==> config.mk <==
export PLATFORM = sky130hd
export DESIGN_NAME = divstep_unit
export DESIGN_NICKNAME = d
export VERILOG_FILES = /design/src/rtl/divstep_pkg.sv /design/src/rtl/divstep_setup.sv /design/src/rtl/divstep_addsub.sv /design/src/rtl/divstep_core.sv /design/src/rtl/divstep_unit.sv
export SDC_FILE = /design/constraint.sdc
export NUM_CORES = 1
export LEC_CHECK = 0
export ABC_AREA = 1
export BUFFER_PORTS_ARGS = -buffer_cell sky130_fd_sc_hd__buf_2
export CAP_MARGIN = 10
export CORE_MARGIN = 2
export CORE_UTILIZATION = 40
export DETAILED_ROUTE_END_ITERATION = 10
export SKIP_LAST_GASP = 1
export SLEW_MARGIN = 15
export SYNTH_ARGS = -nofsm -noshare
export SYNTH_HDL_FRONTEND = slang
export SYNTH_SLANG_ARGS = --single-unit
==> constraint.sdc <==
create_clock -name clk_i -period 1.1 [get_ports clk_i]
set_clock_uncertainty 0.05 [all_clocks]
set_input_delay 0.22 -clock clk_i [delete_from_list [all_inputs] [get_ports clk_i]]
set_output_delay 0.22 -clock clk_i [all_outputs]
set_load 0.05 [all_outputs]
==> src/rtl/divstep_pkg.sv <==
package divstep_pkg;
  typedef enum logic [1:0] {
    DS_STEP = 2'b00,
    DS_SETU = 2'b01,
    DS_SETS = 2'b10,
    DS_PASS = 2'b11
  } ds_op_e;

  typedef struct packed {
    logic q;
    logic m;
    logic t;
  } ds_flags_t;
endpackage

==> src/rtl/divstep_setup.sv <==
module divstep_setup #(
  parameter int W = 32
) (
  input  logic                    sign_i,
  input  logic [W-1:0]            rn_i,
  input  logic [W-1:0]            rm_i,
  output divstep_pkg::ds_flags_t  flags_o
);
  localparam int MSB = W - 1;

  always_comb begin
    if (sign_i) begin
      flags_o.q = rn_i[MSB];
      flags_o.m = rm_i[MSB];
      flags_o.t = rn_i[MSB] ^ rm_i[MSB];
    end else begin
      flags_o = '0;
    end
  end
endmodule

==> src/rtl/divstep_addsub.sv <==
module divstep_addsub #(
  parameter int W         = 32,
  parameter bit WIDE_CARRY = 1'b0
) (
  input  logic [W-1:0] a_i,
  input  logic [W-1:0] b_i,
  input  logic         sub_i,
  output logic [W-1:0] res_o,
  output logic         cy_o
);
  generate
    if (WIDE_CARRY) begin : g_wide
      logic [W:0] sum;
      always_comb begin
        sum   = sub_i ? ({1'b0, a_i} - {1'b0, b_i}) : ({1'b0, a_i} + {1'b0, b_i});
        res_o = sum[W-1:0];
        cy_o  = sum[W];
      end
    end else begin : g_cmp
      // overflow recovered by comparing result against the operand
      always_comb begin
        res_o = sub_i ? (a_i - b_i) : (a_i + b_i);
        cy_o  = sub_i ? (res_o > a_i) : (res_o < a_i);
      end
    end
  endgenerate
endmodule

==> src/rtl/divstep_core.sv <==
module divstep_core #(
  parameter int W          = 32,
  parameter bit WIDE_CARRY = 1'b0
) (
  input  logic [W-1:0]           rn_i,
  input  logic [W-1:0]           rm_i,
  input  divstep_pkg::ds_flags_t flags_i,
  output logic [W-1:0]           rem_o,
  output divstep_pkg::ds_flags_t flags_o
);
  localparam int MSB = W - 1;

  logic         dir_add;
  logic         q_shift;
  logic [W-1:0] shifted;
  logic         cy;
  logic         q_new;

  assign dir_add = flags_i.q ^ flags_i.m;
  assign q_shift = rn_i[MSB];
  assign shifted = {rn_i[MSB-1:0], flags_i.t};

  divstep_addsub #(.W(W), .WIDE_CARRY(WIDE_CARRY)) u_addsub (
    .a_i  (shifted),
    .b_i  (rm_i),
    .sub_i(~dir_add),
    .res_o(rem_o),
    .cy_o (cy)
  );

  assign q_new     = q_shift ^ flags_i.m ^ cy;
  assign flags_o.q = q_new;
  assign flags_o.m = flags_i.m;
  assign flags_o.t = (q_new == flags_i.m);
endmodule

==> src/rtl/divstep_unit.sv <==
module divstep_unit #(
  parameter int W          = 32,
  parameter bit WIDE_CARRY = 1'b0
) (
  input  logic         clk_i,
  input  logic         rst_ni,
  input  logic         valid_i,
  input  logic [1:0]   op_i,
  input  logic [W-1:0] rn_i,
  input  logic [W-1:0] rm_i,
  input  logic         q_i,
  input  logic         m_i,
  input  logic         t_i,
  output logic         valid_o,
  output logic [W-1:0] rem_o,
  output logic         q_o,
  output logic         m_o,
  output logic         t_o
);
  import divstep_pkg::*;

  ds_op_e       op;
  ds_flags_t    flags_in, setup_flags, step_flags, flags_nxt, flags_q;
  logic [W-1:0] step_rem, rem_nxt, rem_q;

  assign op       = ds_op_e'(op_i);
  assign flags_in = '{q: q_i, m: m_i, t: t_i};

  divstep_setup #(.W(W)) u_setup (
    .sign_i (op == DS_SETS),
    .rn_i   (rn_i),
    .rm_i   (rm_i),
    .flags_o(setup_flags)
  );

  divstep_core #(.W(W), .WIDE_CARRY(WIDE_CARRY)) u_core (
    .rn_i   (rn_i),
    .rm_i   (rm_i),
    .flags_i(flags_in),
    .rem_o  (step_rem),
    .flags_o(step_flags)
  );

  always_comb begin
    unique case (op)
      DS_STEP: begin rem_nxt = step_rem; flags_nxt = step_flags;  end
      DS_SETU,
      DS_SETS: begin rem_nxt = rn_i;     flags_nxt = setup_flags; end
      default: begin rem_nxt = rn_i;     flags_nxt = flags_in;    end
    endcase
  end

  always_ff @(posedge clk_i or negedge rst_ni) begin
    if (!rst_ni) begin
      valid_o <= 1'b0;
      rem_q   <= '0;
      flags_q <= '0;
    end else begin
      valid_o <= valid_i;
      if (valid_i) begin
        rem_q   <= rem_nxt;
        flags_q <= flags_nxt;
      end
    end
  end

  assign rem_o = rem_q;
  assign q_o   = flags_q.q;
  assign m_o   = flags_q.m;
  assign t_o   = flags_q.t;

  a_r2_valid_delay: assert property (@(posedge clk_i) disable iff (!rst_ni)
    1'b1 |=> valid_o == $past(valid_i));
  a_r3_hold_idle: assert property (@(posedge clk_i) disable iff (!rst_ni)
    !valid_i |=> $stable(rem_o) && $stable(q_o) && $stable(m_o) && $stable(t_o));
  a_r5_unsigned_clear: assert property (@(posedge clk_i) disable iff (!rst_ni)
    valid_i && op_i == 2'b01 |=> !q_o && !m_o && !t_o && rem_o == $past(rn_i));
  a_r6_signed_setup: assert property (@(posedge clk_i) disable iff (!rst_ni)
    valid_i && op_i == 2'b10 |=> t_o == (q_o ^ m_o) && m_o == $past(rm_i[W-1]));
  a_r9_m_kept: assert property (@(posedge clk_i) disable iff (!rst_ni)
    valid_i && op_i == 2'b00 |=> m_o == $past(m_i));
  a_r10_t_rule: assert property (@(posedge clk_i) disable iff (!rst_ni)
    valid_i && op_i == 2'b00 |=> t_o == (q_o == m_o));
endmodule

==> flow_summary.yaml <==
logic_synthesis:
  synth_top_area_frac: 0.1667
  synth-edff-count: 0
  synth_cells: 868
  synth_ff_type: "dfrtp_1"
  avgSynthCellArea_um2: 6.227
  ys_ff_latch: 36
  synthTopCellsByCount: "nand2_1, inv_1, a21oi_1"
  synth_area_leader_cell: "dfrtp_1"
  yosysMostFrequentCell: "nand2_1"
  synth_area_leaders: "dfrtp_1, nand2_1, ha_1, inv_1, a21oi_1"
  ys.warnings.count: 0
  async_reset_ff_frac: 1.000
  ys_seq_area_frac: 0.1667
  yosys.cell_types.count: 43
  netlist_area_mm2: 0.005405
  synth_fp_nets: 1009
drt:
  top_layer_used: "met4"
  routed_wl_um: 23070
  drtPass1Iterations: 5
  via_per_inst: 5.090
  wl_met3_um: 1052
  postRouteAntennaNets: 0
  wl_met1_um: 9843
  drc_errors: 0
  num_vias: 7563
  drtIter0Drc: 450
  avgRoutedWirePerCell_um: 15.53
  met2_length_um: 11620
timing:
  finalHoldViolCount: 0
  clock.fmax_mhz: 233.3
  finalCriticalPeriod_ps: 4285
  fin_hold_ws_ps: 195.7
  min_period_over_period: 3.896
  maxSlewViolCount: 0
  rsz0062_at_grt: "true"
  setup_slack_ps: -3185
  worst_pin_slew_ps: 323.3
  relSlewSlack: 0.7829
  setup_viol: 65
floorplan:
  initial_core_util: 0.4082
  fp.dieH_um: 120.2
  io_pins: 108
  rows: 42
  dieArea_mm2: 0.01446
  core_mm2: 0.01324
  die_w_um: 120.2
critical_path:
  critical_path.startpoint: "rm_i[7]"
  criticalPathCategory: "in -> reg"
  crit_required_ps: 1240
  slowest_delay_ps: 340
  worstReg2RegStart: "rem_o[24]$_DFFE_PN0P_"
  slowest_stage: "ha_1"
  start_kind: "input pin"
  arrival_ps: 4420
  reg2reg_slack_ps: 260
  endpoint: "t_o$_DFFE_PN0P_"
  endpoint_kind: "flip-flop"
  path_max_fanout: 3
  r2r-end: "rem_o[24]$_DFFE_PN0P_"
  r2r_cells: 3
pwr:
  cellInternalPower_mw: 7.250
  p_leak_nw: 5.447
  sw_frac_of_total: 0.4460
  ir_worst_vdd_uv: 731.2
  p_switching_mw: 5.838
  combPwrFrac: 0.745
  total_power_mw: 13.09
  cellPowerDensity_mw_per_mm2: 1243
  seq_power_share: 0.126
  clkPwrFrac: 0.129
cts:
  htree_levels: 2
  cts_root_buffer: "clkbuf_16"
  cts_buffers: 5
  clk_latency_ps: 290
  cts_tree: "built"
  cts.sinks: 36
  clk_pin_slew_worst_paths_ps: 60
  clockBufferDepth: 2
place:
  dp_hpwl_um: 15660
  dp_worst_setup_slack_ps: -3479
  place_inst: 1381
  routabilityCongestion: 0.9373
  numPortBuffers: 107
grt:
  grt_max_degree: 39
  overflow: 0
  grt_pass1_wl_um: 31580
  antenna_found_initial: 0
  track_usage: 0.2709
  grt_pass1_vias: 6782
flow_run:
  max-cap-violations: 0
final_layout:
  syn_to_final_growth_pct: 94.77
  nNetsFinal: 1450
  seq_area_um2: 900.9
  layout.cells.non_filler: 1486
  fillers: 915
  drive_gt1_frac: 0.5443
  antenna_cells: 0
  multi_input_area_mm2: 0.005149
status:
  violations: "setup timing"
  status: "finished, violations left"
min_path:
  hp-class: "in -> reg"
==> worst min path at each step <==
| stage | startpoint | to | slack [ps] | cells past startpoint |
|---|---|---|---|---|
| global route | valid_i | valid_o$_DFF_PN0_ | 210 | 2 |
| finish | valid_i | valid_o$_DFF_PN0_ | 200 | 2 |
| CTS | valid_i | valid_o$_DFF_PN0_ | 180 | 2 |
| floorplan | rst_ni | m_o$_DFFE_PN0P_ | -130 | 0 |
| detailed placement | rst_ni | rem_o[5]$_DFFE_PN0P_ | 150 | 2 |
| global placement | rst_ni | rem_o[5]$_DFFE_PN0P_ | 150 | 2 |
==> power by group through the flow <==
stage | logic [mW] | clock network (mW) | registers [mW]
after global routing | 10.4 | 1.75 | 1.66
after floorplan | 3.24 | 0 | 2.25
after CTS | 7.96 | 1.70 | 1.59
after detailed placement | 6.86 | 0 | 1.61
after global placement | 6.80 | 0 | 1.61
final | 9.75 | 1.69 | 1.64
==> metrics by stage <==
stage,utilization,TNS [ps],area [um2]
finish,0.7950,-59180,10530
global route,0.7950,-65070,10530
CTS,0.6935,-56730,9184
detailed placement,0.6170,-69530,8170
global placement,0.6170,-67970,8170
floorplan,-,-43470,5615
==> area by class of cell <==
class | count | area share
well taps | 176 | 0.02092
clock buffers | 5 | 0.01188
multi-input cells | 687 | 0.4891
inverters | 130 | 0.05051
flip-flops and latches | 36 | 0.08557
repair buffers | 449 | 0.3380
clock inverters | 3 | 0.004041
==> critical path: cells and delay by family <==
kind	cells	cell delay [ps]
xor gates and xnor gates	1	180
AOI/OAI and AO/OA	4	460
buffers and inverters	6	600
and+or+nand+nor	26	2350
adders and majority gates	2	620
==> layout by cell type, fill, tap and decap left out, types with 19 or more instances in the layout <==
cell / count
buf_4: 302
nand2_1: 177
inv_1: 106
buf_6: 76
buf_2: 64
ha_1: 54
a21oi_1: 53
nor2_1: 48
nand2_2: 45
dfrtp_1: 36
o21ai_2: 31
nand3_1: 27
a21oi_2: 25
nor2_4: 21
nor2_2: 19
==> logic make-up (layout without fill, tap and decap cells) <==
| logic type | Yosys count | after routing | share of synthesized area |
|---|---|---|---|
| flip-flops | 36 | 36 | 0.1667 |
| XOR/XNOR | 51 | 51 | 0.08403 |
| AO/OA/AOI/OAI | 172 | 172 | 0.1750 |
| AND/OR/NAND/NOR | 395 | 395 | 0.3113 |
| buffers and inverters | 145 | 587 | 0.1019 |
| adder cells (fa/ha/maj) | 69 | 69 | 0.1611 |
==> routing by layer <==
metal,global-route usage,vias up
met4,0.08576,0
li1,-,3685
met5,0,-
met2,0.4592,262
met3,0.01887,43
met1,0.3685,3573
==> what timing repair did <==
item	CTS	global route
pin swaps	69	123
resized for setup	130	276
setup buffers	40	65
endpoints found under the setup margin	69	69
hold buffers	1	0
endpoints found under the hold margin	36	0
==> registers in the layout (all words and copies together), names as in the netlist <==
name	cells
rem_o	32
q_o	1
m_o	1
t_o	1
valid_o	1
(Power assumes the default switching activity.)
